<file path="src/rtl/fcmd_pkg.sv">
package fcmd_pkg;
  localparam int WORD_BITS = 16;
  localparam int STOP_BITS = 2;
  localparam int NUM_STROBES = 3;

  localparam logic [WORD_BITS-1:0] CMD_ACQ_START  = 16'hE311;
  localparam logic [WORD_BITS-1:0] CMD_ACQ_STOP   = 16'hE313;
  localparam logic [WORD_BITS-1:0] CMD_SYNC       = 16'hE000;
  localparam logic [WORD_BITS-1:0] CMD_FLOW_STOP  = 16'hE519;
  localparam logic [WORD_BITS-1:0] CMD_FLOW_GO    = 16'hE51A;
  localparam logic [WORD_BITS-1:0] CMD_LEGACY_CLR = 16'h0000;

  // strobe index 0: start, 1: stop, 2: sync
  localparam logic [NUM_STROBES-1:0][WORD_BITS-1:0] STROBE_CODES =
    {CMD_SYNC, CMD_ACQ_STOP, CMD_ACQ_START};

  typedef enum logic [1:0] {RX_IDLE, RX_START, RX_DATA, RX_STOP} rx_state_e;
endpackage

</file>
<file path="src/rtl/fcmd_frame_rx.sv">
module fcmd_frame_rx
  import fcmd_pkg::*;
#(
  parameter int BIT_CYCLES = 25
) (
  input  logic                 clk_i,
  input  logic                 rst_ni,
  input  logic                 rx_i,
  output logic                 word_vld_o,
  output logic [WORD_BITS-1:0] word_o,
  output logic                 frame_err_o
);
  localparam int HALF = BIT_CYCLES / 2;
  localparam int CW   = $clog2(BIT_CYCLES + 1);
  localparam int IW   = $clog2(WORD_BITS);
  localparam logic [CW-1:0] BIT_LAST  = CW'(BIT_CYCLES - 1);
  localparam logic [CW-1:0] HALF_LAST = CW'(HALF - 1);
  localparam logic [IW-1:0] DATA_LAST = IW'(WORD_BITS - 1);
  localparam logic [IW-1:0] STOP_LAST = IW'(STOP_BITS - 1);

  logic [1:0]           sync_q;
  logic                 rx_s;
  rx_state_e            state_q;
  logic [CW-1:0]        cnt_q;
  logic [IW-1:0]        idx_q;
  logic [WORD_BITS-1:0] shift_q;
  logic                 stop_bad_q;

  assign rx_s   = sync_q[1];
  assign word_o = shift_q;

  always_ff @(posedge clk_i or negedge rst_ni) begin
    if (!rst_ni) sync_q <= 2'b11;
    else         sync_q <= {sync_q[0], rx_i};
  end

  always_ff @(posedge clk_i or negedge rst_ni) begin
    if (!rst_ni) begin
      state_q     <= RX_IDLE;
      cnt_q       <= '0;
      idx_q       <= '0;
      shift_q     <= '0;
      stop_bad_q  <= 1'b0;
      word_vld_o  <= 1'b0;
      frame_err_o <= 1'b0;
    end else begin
      word_vld_o  <= 1'b0;
      frame_err_o <= 1'b0;
      unique case (state_q)
        RX_IDLE: begin
          cnt_q <= '0;
          if (!rx_s) state_q <= RX_START;
        end
        RX_START: begin
          if (cnt_q == HALF_LAST) begin
            cnt_q      <= '0;
            idx_q      <= '0;
            stop_bad_q <= 1'b0;
            state_q    <= rx_s ? RX_IDLE : RX_DATA;  // reject glitches
          end else cnt_q <= cnt_q + 1'b1;
        end
        RX_DATA: begin
          if (cnt_q == BIT_LAST) begin
            cnt_q   <= '0;
            shift_q <= {rx_s, shift_q[WORD_BITS-1:1]};  // lsb first
            if (idx_q == DATA_LAST) begin
              idx_q   <= '0;
              state_q <= RX_STOP;
            end else idx_q <= idx_q + 1'b1;
          end else cnt_q <= cnt_q + 1'b1;
        end
        RX_STOP: begin
          if (cnt_q == BIT_LAST) begin
            cnt_q <= '0;
            if (idx_q == STOP_LAST) begin
              state_q     <= RX_IDLE;
              word_vld_o  <= !stop_bad_q && rx_s;
              frame_err_o <= stop_bad_q || !rx_s;
            end else begin
              idx_q      <= idx_q + 1'b1;
              stop_bad_q <= stop_bad_q | !rx_s;
            end
          end else cnt_q <= cnt_q + 1'b1;
        end
        default: state_q <= RX_IDLE;
      endcase
    end
  end
endmodule

</file>
<file path="src/rtl/fcmd_cmd_decode.sv">
module fcmd_cmd_decode
  import fcmd_pkg::*;
#(
  parameter int HOLD_CYCLES = 125000
) (
  input  logic                   clk_i,
  input  logic                   rst_ni,
  input  logic                   word_vld_i,
  input  logic [WORD_BITS-1:0]   word_i,
  input  logic                   frame_err_i,
  output logic [NUM_STROBES-1:0] strobe_o,
  output logic                   frame_err_o,
  output logic                   hold_o
);
  localparam int TW = $clog2(HOLD_CYCLES + 1);
  localparam logic [TW-1:0] HOLD_LAST = TW'(HOLD_CYCLES - 1);

  logic [TW-1:0] tmr_q;
  logic          hit_stop, hit_go;

  // legacy clear word (0x0000) matches no entry and is dropped here
  for (genvar g = 0; g < NUM_STROBES; g++) begin : g_strobe
    always_ff @(posedge clk_i or negedge rst_ni) begin
      if (!rst_ni) strobe_o[g] <= 1'b0;
      else         strobe_o[g] <= word_vld_i && (word_i == STROBE_CODES[g]);
    end
  end

  always_ff @(posedge clk_i or negedge rst_ni) begin
    if (!rst_ni) frame_err_o <= 1'b0;
    else         frame_err_o <= frame_err_i;
  end

  assign hit_stop = word_vld_i && (word_i == CMD_FLOW_STOP);
  assign hit_go   = word_vld_i && (word_i == CMD_FLOW_GO);

  always_ff @(posedge clk_i or negedge rst_ni) begin
    if (!rst_ni) begin
      hold_o <= 1'b0;
      tmr_q  <= '0;
    end else if (hit_stop) begin
      hold_o <= 1'b1;
      tmr_q  <= HOLD_LAST;
    end else if (hit_go) begin
      hold_o <= 1'b0;
      tmr_q  <= '0;
    end else if (hold_o) begin
      if (tmr_q == '0) hold_o <= 1'b0;
      else             tmr_q  <= tmr_q - 1'b1;
    end
  end
endmodule

</file>
<file path="src/rtl/fcmd_ce_div.sv">
module fcmd_ce_div #(
  parameter int DIV_CYCLES = 25
) (
  input  logic clk_i,
  input  logic rst_ni,
  input  logic realign_i,
  output logic ce_o
);
  localparam int CW = (DIV_CYCLES > 1) ? $clog2(DIV_CYCLES) : 1;
  localparam logic [CW-1:0] DIV_LAST = CW'(DIV_CYCLES - 1);

  logic [CW-1:0] cnt_q;

  always_ff @(posedge clk_i or negedge rst_ni) begin
    if (!rst_ni)                    cnt_q <= '0;
    else if (realign_i)             cnt_q <= '0;
    else if (cnt_q == DIV_LAST)     cnt_q <= '0;
    else                            cnt_q <= cnt_q + 1'b1;
  end

  assign ce_o = rst_ni && (cnt_q == DIV_LAST);
endmodule

</file>
<file path="src/rtl/fcmd_rx.sv">
module fcmd_rx
  import fcmd_pkg::*;
#(
  parameter int BIT_CYCLES  = 25,
  parameter int DIV_CYCLES  = 25,
  parameter int HOLD_CYCLES = 125000
) (
  input  logic clk_i,
  input  logic rst_ni,
  input  logic rx_i,
  output logic acq_start_o,
  output logic acq_stop_o,
  output logic sync_o,
  output logic hold_o,
  output logic ce_o,
  output logic frame_err_o
);
  logic                   word_vld;
  logic [WORD_BITS-1:0]   word_q;
  logic                   rx_ferr;
  logic [NUM_STROBES-1:0] strobe;

  fcmd_frame_rx #(.BIT_CYCLES(BIT_CYCLES)) i_frame_rx (
    .clk_i      (clk_i),
    .rst_ni     (rst_ni),
    .rx_i       (rx_i),
    .word_vld_o (word_vld),
    .word_o     (word_q),
    .frame_err_o(rx_ferr)
  );

  fcmd_cmd_decode #(.HOLD_CYCLES(HOLD_CYCLES)) i_decode (
    .clk_i      (clk_i),
    .rst_ni     (rst_ni),
    .word_vld_i (word_vld),
    .word_i     (word_q),
    .frame_err_i(rx_ferr),
    .strobe_o   (strobe),
    .frame_err_o(frame_err_o),
    .hold_o     (hold_o)
  );

  fcmd_ce_div #(.DIV_CYCLES(DIV_CYCLES)) i_ce_div (
    .clk_i    (clk_i),
    .rst_ni   (rst_ni),
    .realign_i(strobe[2]),
    .ce_o     (ce_o)
  );

  assign acq_start_o = strobe[0];
  assign acq_stop_o  = strobe[1];
  assign sync_o      = strobe[2];
endmodule

</file>
<file path="config.mk">
export PLATFORM = sky130hd
export DESIGN_NAME = fcmd_rx
export DESIGN_NICKNAME = d
export VERILOG_FILES = /design/src/rtl/fcmd_pkg.sv /design/src/rtl/fcmd_frame_rx.sv /design/src/rtl/fcmd_cmd_decode.sv /design/src/rtl/fcmd_ce_div.sv /design/src/rtl/fcmd_rx.sv
export SDC_FILE = /design/constraint.sdc
export NUM_CORES = 1
export LEC_CHECK = 0
export BUFFER_PORTS_ARGS = -buffer_cell sky130_fd_sc_hd__buf_2
export CAP_MARGIN = 0
export CELL_PAD_IN_SITES_DETAIL_PLACEMENT = 2
export CELL_PAD_IN_SITES_GLOBAL_PLACEMENT = 2
export CORE_ASPECT_RATIO = 0.75
export CORE_UTILIZATION = 37
export CTS_BUF_LIST = sky130_fd_sc_hd__clkbuf_4 sky130_fd_sc_hd__clkbuf_8 sky130_fd_sc_hd__clkbuf_16
export DETAILED_ROUTE_END_ITERATION = 16
export HOLD_SLACK_MARGIN = 0.15
export PLACE_DENSITY = 0.85
export SLEW_MARGIN = 25
export SYNTH_ARGS = -nofsm -noshare
export SYNTH_HDL_FRONTEND = slang
export SYNTH_SLANG_ARGS = --single-unit
</file>
<file path="constraint.sdc">
create_clock -name clk_i -period 2.3 [get_ports clk_i]
set_input_delay 0.23 -clock clk_i [delete_from_list [all_inputs] [get_ports clk_i]]
set_output_delay 0.23 -clock clk_i [all_outputs]
set_load 0.005 [all_outputs]
</file>
# After elaboration in Yosys (flattened, before gate mapping)
# Cells that the tools add are included.
# Widths: inputs -> output; s select.
dict set report op_classes {
  add_sub_neg 4
  n_eq_ne 21
  n_mux 37
  n_bitwise 1
  n_reduce_logical 21
}
# op n
set ops {}
lappend ops {{$eq 16x16->1 const B} 5}
lappend ops {{$mux 17} 4}
lappend ops {{$mux 4} 5}
lappend ops {{$mux 5} 4}
lappend ops {{$logic_not 17->1} 1}
lappend ops {{$sub 17x1->17 const B} 1}
lappend ops {{$pmux 5 s3} 1}
lappend ops {{$mux 2} 7}
lappend ops {{$mux 1} 13}
lappend ops {{$pmux 4 s3} 1}
lappend ops {{$add 5x1->5 const B} 2}
lappend ops {{$eq 5x5->1 const B} 2}
lappend ops {{$ne 2x1->1 const B} 5}
lappend ops {{$pmux 2 s4} 1}
lappend ops {{$logic_and 1x1->1} 7}
lappend ops {{$reduce_and 6->1} 1}
lappend ops {{$reduce_bool 3->1} 2}
lappend ops {{$eq 5x4->1 const B} 1}
lappend ops {{$reduce_and 5->1} 1}
lappend ops {{$add 4x1->4 const B} 1}
lappend ops {{$eq 2x2->1 const B} 2}
lappend ops {{$eq 4x1->1 const B} 1}
lappend ops {{$eq 4x4->1 const B} 1}
lappend ops {{$ne 2x2->1 const B} 2}
lappend ops {{other kinds (11)} 13}
dict set report totals {
  reg_bits 59
  inputBits 3
  wordCells 99
}

# Longest topological paths before layout
# Gate-level depths: netlist of the first run.
dict set report depth {
  depth_word 5
  ltp_mapped 9
  depth_no_buf 8
}

# Hierarchy
# A second synthesis of the first run with hierarchy kept.
dict set report hier_totals {
  hier_cells 249
  hier_area_um2 2954.1
}
# module instances cells_each area_per_inst_um2 seq_area_each_um2
set modules_own_cells {}
lappend modules_own_cells {fcmd_frame_rx 1 108 1437.6 803.3}
lappend modules_own_cells {fcmd_cmd_decode 1 118 1228.7 550.5}
lappend modules_own_cells {fcmd_ce_div 1 23 287.8 125.1}

# Least setup slack after synthesis of the first run
# No wires, ideal clock.
dict set report synth_timing {
  path_type {register to register}
  start {register i_decode.tmr_q[1]}
  end {register i_decode.tmr_q[14]}
  arrival_ns 2.137
  required_time_ns 2.172
  slack_ns 0.035
  stages_incl_launch_ff 9
  n_path_buf 0
  period_less_slack_ns 2.265
  path_cell_list {dfrtp_1 inv_1 ha_1 nor3b_1 nand2_1 or4b_2 and2_1 o21ai_0 nand3_1}
}
dict set report synth_via {
  elab_chain_len 5
}
# item line_no
set synth_rtl {}
lappend synth_rtl {{start: declaration} fcmd_cmd_decode.sv:18} ;# logic [TW-1:0] tmr_q;
lappend synth_rtl {{start signal: assignment} fcmd_cmd_decode.sv:49} ;# else tmr_q <= tmr_q - 1'b1;
lappend synth_rtl {{$sub 17x1->17} fcmd_cmd_decode.sv:49}
lappend synth_rtl {{$mux 17} fcmd_cmd_decode.sv:48} ;# if (tmr_q == '0) hold_o <= 1'b0;
lappend synth_rtl {{$mux 17} fcmd_cmd_decode.sv:47} ;# end else if (hold_o) begin
lappend synth_rtl {{$mux 17} fcmd_cmd_decode.sv:44} ;# end else if (hit_go) begin
lappend synth_rtl {{$mux 17} fcmd_cmd_decode.sv:41} ;# end else if (hit_stop) begin
# Several ways; a longest one is shown, not always the timed one. The select of a mux whose other input is x is not followed.
# A chain may end at the register's enable or synchronous reset.

# Worst setup path in the final report of the first run
dict set report layout_timing {
  start {register i_decode.tmr_q[13]}
  end {register i_decode.tmr_q[7]}
}
dict set report layout_via {
  elab_chain_len 3
}
# item line_no
set layout_rtl {}
lappend layout_rtl {{$logic_not 17->1} fcmd_cmd_decode.sv:48}
lappend layout_rtl {{$ne 3x1->1 (no source line)} -}
lappend layout_rtl {{$reduce_and 2->1 (no source line)} -}
# No other way between the ends.

==> flow_summary.ini, run 1 <==
[timing]
tightest_slew_ps = 740
fin_skew_ps = 14.2
final-setup-viol-count = 0
tns_ps = 0
max_slew_margin_pct = 50.6
timing.fmax_mhz = 437
fin_crit_ps = 2290
rsz0062_at_grt = yes
hold_slack_ps = 356
hold_viol = 0
slew_violations = 0
fin_crit_sh_pct = 99.4

[setup_path]
arrival_ps = 2520
reg2reg_to = i_decode.tmr_q[7]$_DFFE_PN0P_
crit_path_max_fanout = 5
cp.required_ps = 2530
critPathMaxStageDelay_ps = 530
worstRegToRegCells = 6
start_kind = flop
crit_type = reg2reg
slowest_stage = or4_4
end_kind = flop
r2r_setup_slack_ps = 10
r2r-start = i_decode.tmr_q[13]$_DFFE_PN0P_
crit_chain = or4_4, or3_4, o31a_1, nand4b_1, xor2_1, nor2_1

[layout]
layout-drive-gt1-share_pct = 26.6
n_fill_cell = 769
seq_area_um2 = 1480
antenna-diode-count = 0
area_growth_pct = 17.8
fin_util_pct = 45.2
layout.nets = 306
multi_input_comb_area_um2 = 1310

[grt]
grt_usage_pct = 20.7
gr-usage-met3_pct = 5.95
overflow = 0
grt_max_degree = 60
first_global_vias = 2349
grt_pass1_wl_um = 12100
use_met1_pct = 24.9
use_met2_pct = 34.3
antenna_found_initial = 0
top_usage_layer = met2

[logic_synthesis]
netlist_area_um2 = 2840
synth-seq-cells = 59
synth_nets = 273
synth_seq_area_share_pct = 52.1
synth_edf_count = 0
synth-async-reset-ratio_pct = 100
synthCells = 263
syn_avg_cell_area_um2 = 10.8
yosys_warnings = 0
ys.flop_type = dfrtp_1
yosysUniqueCellTypes = 55

[placement]
gp_congestion = 0.739
portBuffers = 8
hpwl_um = 5030

[run_status]
status = finished, final reports clean

[drt]
drt_iter0_markers = 40
drc_errors = 0
totalWireLength_um = 7220
via_count = 2137
drt_first_pass_iters = 4
ant_nets = 0
via_per_inst = 5.32
wl_per_cell_um = 18.0

[clocking]
cts_max_level = 3
clkTransAtPathRegs_ps = 70
clock-sinks = 59
ctsLongestPathBuffers = 2
cts_buffers = 9
cts_tree = built
post_cts_buffers = 0
root_buffer = clkbuf_8
clk_latency_ps = 350

[job]
drv_cap = 0

[die]
floorplan.die_area_um2 = 8030
die_y_um = 77.9
core_region_area_um2 = 7400
io_pins = 9
num_rows = 27
initial_utilization_pct = 38.4
fp.dieW_um = 103

[power]
pwr_density_cell_nw_per_um2 = 744
ir_drop_mv = 0.574
power.total_uw = 2490
p_leak_uw = 0.00162

[worst_hold_path]
hold_path_depth = 0
worstHoldStart = i_frame_rx.frame_err_o$_DFF_PN0_
worstHoldPathType = reg2reg
holdPathEnd = i_decode.frame_err_o$_DFF_PN0_
[metrics by stage]
step	setup WS [ps]	cell area, um2	instances
finish	13.1	3350	402
global route	-73.9	3350	402
CTS	-4.82	3310	401
detailed placement	-74.3	3090	383
global placement	9.65	3090	383
floorplan	35.4	2840	263
[timing repair]
action | in CTS | in global routing
gates cloned | 0 | 1
resized for setup | 4 | 9
pin swaps | 4 | 2
endpoints found under the setup margin | 3 | 13
hold buffers | 2 | 0
endpoints found under the hold margin | 58 | 0
[kinds of logic after synthesis]
group	after synthesis	synth area share (%)
AO/OA/AOI/OAI	46	11.2
AND/OR/NAND/NOR	104	20.1
buffers and inverters	19	3.31
adder cells (fa/ha/maj)	7	3.08
flip-flops	59	52.1
multiplexers	18	7.10
XOR/XNOR	10	3.08
[power by group]
| group | switching [uW] | internal, uW |
|---|---|---|
| Combinational | 208 | 168 |
| Clock | 404 | 483 |
| Sequential | 109 | 1120 |
| Total | 721 | 1770 |
[registers in the layout, indices dropped and copies added, names as in the netlist, named ones only]
name	flops
i_ce_div.cnt_q	5
i_decode.frame_err_o	1
i_decode.hold_o	1
i_decode.strobe_o	3
i_decode.tmr_q	17
i_frame_rx.cnt_q	5
i_frame_rx.frame_err_o	1
i_frame_rx.idx_q	4
i_frame_rx.state_q	1
i_frame_rx.stop_bad_q	1
i_frame_rx.sync_q	2
i_frame_rx.word_o	16
i_frame_rx.word_vld_o	1
[worst max-delay path: cells and delay by family, from the launching register on]
kind | cells | cell delay, ps
AOI/OAI and AO/OA | 1 | 350
xor gates and xnor gates | 1 | 220
DFF | 1 | 380
and+or+nand+nor | 4 | 1210
[layer usage]
layer	part of all wire [%]	wire, um
met1	47	3380
met2	49	3520
met3	2.5	179
met4	1.9	140
met5	0	0
[area by class of cell]
type	count	share of cell area, %
sequential	59	44.2
tap	101	3.78
clock buffer	14	5.20
inverter	13	1.46
clock inverter	2	0.299
timing repair buffer	28	6.06
multi-input combinational	185	39.0
[cell usage in the layout, fill, tap and decap left out, types with 3 or more instances in the layout]
master and n:
a21oi_2 3, mux2_2 17, nor4_1 3, xor2_1 4
and2_1 4, nor3_1 6, nand2_1 21, xnor2_1 6
nand4b_1 3, buf_4 16, nor3b_1 4, clkbuf_8 11
nand3_1 10, o21ai_0 12, ha_1 6, dfrtp_1 57
a21oi_1 7, clkbuf_4 3, buf_2 8, nor2_1 26
o31a_1 3, o21ai_1 4, inv_1 13
[Yosys cell counts (2+ instances only)]
cell	count	area, um2
dfrtp_1	57	1430
nor2_1	26	97.6
nand2_1	22	82.6
mux2_2	17	191
o21ai_0	14	70.1
inv_1	13	48.8
nand3_1	10	50.1
a21oi_1	8	40.0
ha_1	7	87.6
nor3_1	7	35.0
xnor2_1	6	52.6
nor3b_1	5	37.5
and2_1	4	25.0
nor4_1	4	25.0
xor2_1	4	35.0
nand4b_1	3	26.3
o31a_1	3	26.3
a21oi_2	2	17.5
a22oi_1	2	15.0
and4b_1	2	20.0
clkbuf_1	2	7.51
dfstp_2	2	52.6
nand4_1	2	12.5
nor2b_1	2	12.5
nor4b_1	2	17.5
o21a_1	2	15.0
o21ai_1	2	10.0
o31ai_1	2	15.0
or3_1	2	12.5
or3_2	2	15.0
or4_1	2	15.0
or4b_2	2	20.0
[worst max path at each step]
stage | slack (ps) | startpoint | end | cells after the start
2_1_floorplan | 40 | i_decode.tmr_q[1]$_DFFE_PN0P_ | i_decode.tmr_q[14]$_DFFE_PN0P_ | 8
3_3_place_gp | 10 | i_decode.tmr_q[1]$_DFFE_PN0P_ | i_decode.tmr_q[14]$_DFFE_PN0P_ | 8
3_5_place_dp | -70 | i_decode.tmr_q[1]$_DFFE_PN0P_ | i_decode.tmr_q[14]$_DFFE_PN0P_ | 8
4_1_cts | -5 | i_decode.tmr_q[13]$_DFFE_PN0P_ | i_decode.tmr_q[7]$_DFFE_PN0P_ | 6
5_1_grt | -70 | i_decode.tmr_q[14]$_DFFE_PN0P_ | i_decode.tmr_q[7]$_DFFE_PN0P_ | 6
6_report | 10 | i_decode.tmr_q[13]$_DFFE_PN0P_ | i_decode.tmr_q[7]$_DFFE_PN0P_ | 6
No activity file was read; power rests on OpenSTA's default activity.
==> run 2: changes to the inputs <==
--- a/config.mk
+++ b/config.mk
@@ -10,11 +10,11 @@
 export CELL_PAD_IN_SITES_DETAIL_PLACEMENT = 2
 export CELL_PAD_IN_SITES_GLOBAL_PLACEMENT = 2
 export CORE_ASPECT_RATIO = 0.75
-export CORE_UTILIZATION = 37
+export CORE_UTILIZATION = 41
 export CTS_BUF_LIST = sky130_fd_sc_hd__clkbuf_4 sky130_fd_sc_hd__clkbuf_8 sky130_fd_sc_hd__clkbuf_16
 export DETAILED_ROUTE_END_ITERATION = 16
 export HOLD_SLACK_MARGIN = 0.15
-export PLACE_DENSITY = 0.85
+export PLACE_DENSITY = 0.89
 export SLEW_MARGIN = 25
 export SYNTH_ARGS = -nofsm -noshare
 export SYNTH_HDL_FRONTEND = slang
==> constraint.sdc (replaced) <==
create_clock -name clk_i -period 2.6 [get_ports clk_i]
set_input_delay 0.26 -clock clk_i [delete_from_list [all_inputs] [get_ports clk_i]]
set_output_delay 0.26 -clock clk_i [all_outputs]
set_load 0.005 [all_outputs]
==> flow_summary.ini, run 2 (same netlist as run 1, synthesis figures left out) <==
[setup_path]
cp.required_ps = 2810
start_kind = flop
crit_type = reg2reg
crit_path_max_fanout = 9
slowest_stage = or4_1
arrival_ps = 2650
critPathMaxStageDelay_ps = 570
end_kind = flop
crit_chain = or4_1, or3_4, o31ai_4, nor2_1, o21ai_0, nand3_1

[clocking]
ctsLongestPathBuffers = 2
cts_max_level = 3
cts_buffers = 9
clk_latency_ps = 340
root_buffer = clkbuf_8
clock-sinks = 59
clkTransAtPathRegs_ps = 70
cts_tree = built

[die]
fp.dieW_um = 98.1
core_region_area_um2 = 6510
num_rows = 25
io_pins = 9
floorplan.die_area_um2 = 7260
die_y_um = 74.1
initial_utilization_pct = 43.6

[placement]
portBuffers = 8
gp_congestion = 0.769
hpwl_um = 5090

[grt]
grt_pass1_wl_um = 13600
grt_max_degree = 60
antenna_found_initial = 0
overflow = 0
first_global_vias = 2444
grt_usage_pct = 25.6

[job]
drv_cap = 0

[layout]
antenna-diode-count = 0
final_cell_mix = dfrtp_1, nor2_1, nand2_1, mux2_2, o21ai_0
layout-drive-gt1-share_pct = 22.9
final_common_cell = dfrtp_1
regMostFlops = i_decode.tmr_q
area_growth_pct = 13.3
largest_register_ffs = 17
layout.nets = 299

[drt]
via_per_inst = 5.82
drc_errors = 1
drt_iter0_markers = 113
ant_nets = 0
drt_first_pass_iters = 10
wl_per_cell_um = 22.5
via_count = 2178
totalWireLength_um = 8410

[power]
p_comb_share_pct = 16.4
power_frac_clock_pct = 33.9
power.internal_uw = 1540
p_sw_share_pct = 30.2
p_seq_share_pct = 49.7
pwr_density_cell_nw_per_um2 = 684
ir_drop_mv = 0.557
power.total_uw = 2200
netSwitchingPower_uw = 664
p_leak_uw = 0.00158

[timing]
max_slew_margin_pct = 48.3
fin_crit_sh_pct = 93.6
fin_crit_ps = 2430
hold_viol = 0
fin_skew_ps = 9.47
final-setup-viol-count = 0
tightest_slew_ps = 776
tns_ps = 0
rsz0062_at_grt = no
slew_violations = 0
timing.fmax_mhz = 411

[worst_hold_path]
worstHoldPathType = reg2reg

[run_status]
status = finished with violations
violations = design-rule violations
==> run 2: through the flow <==
stage	cells	hold WS (ps)	instance area (um2)	utilization (%)	setup slack [ps]
detailed placement	357	337	3020	46.5	128
CTS	374	365	3210	49.3	1.24
finish	374	362	3220	49.4	167
global placement	357	340	3020	46.5	271
floorplan	263	-35.6	2840	-	335
global route	374	369	3220	49.4	30.2
==> run 2: worst paths after layout <==
| check | from | depth (start not counted) | slack (ps) | to |
|---|---|---|---|---|
| setup reg to reg | i_decode.tmr_q[13]$_DFFE_PN0P_ | 6 | 170 | i_decode.tmr_q[13]$_DFFE_PN0P_ |
| min in group asynchronous | rst_ni | 3 | 630 | i_ce_div.cnt_q[1]$_DFF_PN0_ |
| max in group asynchronous | rst_ni | 3 | 1430 | i_frame_rx.idx_q[1]$_DFFE_PN0P_ |
| hold reg to reg | i_frame_rx.sync_q[0]$_DFF_PN1_ | 0 | 360 | i_frame_rx.sync_q[1]$_DFF_PN1_ |
| hold / removal | i_frame_rx.sync_q[0]$_DFF_PN1_ | 0 | 360 | i_frame_rx.sync_q[1]$_DFF_PN1_ |
| setup / recovery | i_decode.tmr_q[13]$_DFFE_PN0P_ | 6 | 170 | i_decode.tmr_q[13]$_DFFE_PN0P_ |
==> run 2: layout make-up <==
cell class | count | area (um2)
Clock buffer | 12 | 153
Clock inverter | 3 | 15.0
Fill cell | 670 | 3290
Inverter | 13 | 48.8
Multi-Input combinational cell | 185 | 1280
Sequential cell | 59 | 1480
Tap cell | 81 | 101
Timing Repair Buffer | 21 | 143
==> run 2: metal layers <==
layer  vias up  wire (um)  global-route usage (%)
met2        31       4110                    44.2
li1        987          -                       -
met4         0        166                    9.26
met1      1143       3870                    31.5
met3        17        255                    6.77
met5         -          0                       0
==> run 2: repair_timing <==
item / in CTS / in global routing
setup buffers: 0 / 0
hold buffers: 2 / 0
resized for setup: 0 / 1
endpoints found under the setup margin: 0 / 1
hold endpoints to repair: 40 / 0
==> run 2: power by group through the flow <==
stage | logic, uW | registers (uW) | clock network [uW]
after floorplan | 247 | 1050 | 0
after global placement | 325 | 1100 | 0
after detailed placement | 347 | 1100 | 0
after CTS | 367 | 1090 | 762
after global routing | 404 | 1110 | 801
final | 362 | 1090 | 745
==> run 2: critical path, delay by kind of cell (launching register included) <==
kind | cells | cell delay, ps
and+or+nand+nor | 4 | 1300
AOI/OAI and AO/OA | 2 | 580
DFF | 1 | 420
==> run 3: changes to the inputs <==
--- a/config.mk
+++ b/config.mk
@@ -9,7 +9,7 @@
 export CAP_MARGIN = 0
 export CELL_PAD_IN_SITES_DETAIL_PLACEMENT = 2
 export CELL_PAD_IN_SITES_GLOBAL_PLACEMENT = 2
-export CORE_ASPECT_RATIO = 0.75
+export CORE_ASPECT_RATIO = 0.6
 export CORE_UTILIZATION = 41
 export CTS_BUF_LIST = sky130_fd_sc_hd__clkbuf_4 sky130_fd_sc_hd__clkbuf_8 sky130_fd_sc_hd__clkbuf_16
 export DETAILED_ROUTE_END_ITERATION = 16
==> flow_summary.ini, run 3 (same netlist as run 1, synthesis figures left out) <==
[run_status]
status = finished, final reports clean

[clocking]
cts_buffers = 9
clkTransAtPathRegs_ps = 50
clock-sinks = 59
root_buffer = clkbuf_16
cts_tree = built
clk_latency_ps = 340
ctsLongestPathBuffers = 2
cts_max_level = 3

[die]
die_y_um = 66.5
fp.dieW_um = 109
floorplan.die_area_um2 = 7270
io_pins = 9
core_region_area_um2 = 6680
num_rows = 23
initial_utilization_pct = 42.5

[worst_hold_path]
hold_path_depth = 0
worstHoldPathType = reg2reg

[drt]
totalWireLength_um = 8880
ant_nets = 0
via_count = 2253
wl_per_cell_um = 23.0
via_per_inst = 5.84
drc_errors = 0
drt_iter0_markers = 68
drt_first_pass_iters = 4

[timing]
final-setup-viol-count = 0
fin_crit_ps = 2480
fin_skew_ps = 8.03
hold_viol = 0
rsz0062_at_grt = no
tightest_slew_ps = 767
slew_violations = 0
max_slew_margin_pct = 48.8
hold_slack_ps = 357
timing.fmax_mhz = 403
fin_crit_sh_pct = 95.5
tns_ps = 0

[setup_path]
reg2reg_to = i_decode.tmr_q[15]$_DFFE_PN0P_
arrival_ps = 2700
slowest_stage = or4_1
end_kind = flop
crit_type = reg2reg
setup.worst_path.start = i_decode.tmr_q[13]$_DFFE_PN0P_
r2r-start = i_decode.tmr_q[13]$_DFFE_PN0P_
crit_path_max_fanout = 5
critPathMaxStageDelay_ps = 560
r2r_setup_slack_ps = 120
crit_chain = or4_1, or3_4, o31a_1, nor2_4, a21oi_1, a221o_1
worstRegToRegCells = 6
cp.required_ps = 2820
start_kind = flop
worstSetupEndpoint = i_decode.tmr_q[15]$_DFFE_PN0P_

[placement]
portBuffers = 8
place_inst = 364
hpwl_um = 5560
gp_congestion = 0.788

[layout]
multi_input_comb_area_um2 = 1280
layout-drive-gt1-share_pct = 24.7
final_cell_mix = dfrtp_1, nor2_1, nand2_1, mux2_2, buf_4
final_common_cell = dfrtp_1
area_growth_pct = 19.3
n_fill_cell = 698
antenna-diode-count = 0
seq_area_um2 = 1480
regMostFlops = i_decode.tmr_q
layout.nets = 304
finalNonFillerCells = 386
largest_register_ffs = 17

[grt]
grt_max_degree = 60
grt_pass1_wl_um = 14200
grt_usage_pct = 28.0
overflow = 0
antenna_found_initial = 0
first_global_vias = 2552

[power]
pwr_density_cell_nw_per_um2 = 787
ir_drop_mv = 0.517
power.total_uw = 2660
p_leak_uw = 0.00165

[job]
drv_cap = 0
-- run 3: cell count changes in the layout (fill, tap and decap cells not counted) --
cell | previous run | this run
clkinv_2 | 3 | 2
o21ai_1 | 2 | 3
clkbuf_16 | 0 | 9
clkbuf_8 | 10 | 3
buf_4 | 11 | 16
o21ai_0 | 14 | 13
nor2_1 | 26 | 25
nor2_2 | 0 | 1
-- run 3: through the flow --
step                      utilization, %  setup WS (ps)  cell area [um2]
final                               50.7            117             3390
after global routing                50.7           6.26             3390
after CTS                           50.2           45.3             3350
after detailed placement            45.5           18.3             3040
after global placement              45.5            281             3040
after floorplan                        -            335             2840
-- run 3: power breakdown --
group / internal (uW) / switching, uW / leakage, uW / total [uW]
clock: 740 / 428 / 0.000149 / 1170
combinational: 165 / 222 / 0.000704 / 387
sequential: 989 / 120 / 0.000800 / 1110
-- run 3: worst min path at each step --
stage	endpoint	from	slack, ps
finish	i_frame_rx.sync_q[1]$_DFF_PN1_	i_frame_rx.sync_q[0]$_DFF_PN1_	360
floorplan	asynchronous set/reset pin	rst_ni	-40
detailed placement	i_decode.frame_err_o$_DFF_PN0_	i_frame_rx.frame_err_o$_DFF_PN0_	340
CTS	i_frame_rx.sync_q[1]$_DFF_PN1_	i_frame_rx.sync_q[0]$_DFF_PN1_	360
global route	i_frame_rx.sync_q[1]$_DFF_PN1_	i_frame_rx.sync_q[0]$_DFF_PN1_	360
global placement	i_decode.frame_err_o$_DFF_PN0_	i_frame_rx.frame_err_o$_DFF_PN0_	340
-- run 3: what timing repair did --
item,in CTS,in global routing
pin swaps,0,1
buffers inserted,0,4
endpoints found under the setup margin,1,1
endpoints found under the hold margin,58,0
hold buffers,2,0
resized for setup,1,2
-- run 3: final cells by class --
class	count	area share, %
sequential	59	43.7
multi-input combinational	185	37.8
clock buffer	14	8.31
timing repair buffer	26	5.32
tap	87	3.21
inverter	13	1.44
clock inverter	2	0.296
-- run 3: worst max-delay path: cells and delay by family (launching register included) --
kind	cells	cell delay, ps
flops	1	420
compound gates	3	760
simple gates	3	1180
-- run 3: layer usage --
layer,wire (um),share of wire (%),track usage (%)
met1,4060,46,34.0
met2,4250,48,44.5
met3,338,3.8,9.49
met4,233,2.6,14.7
met5,0,0,0
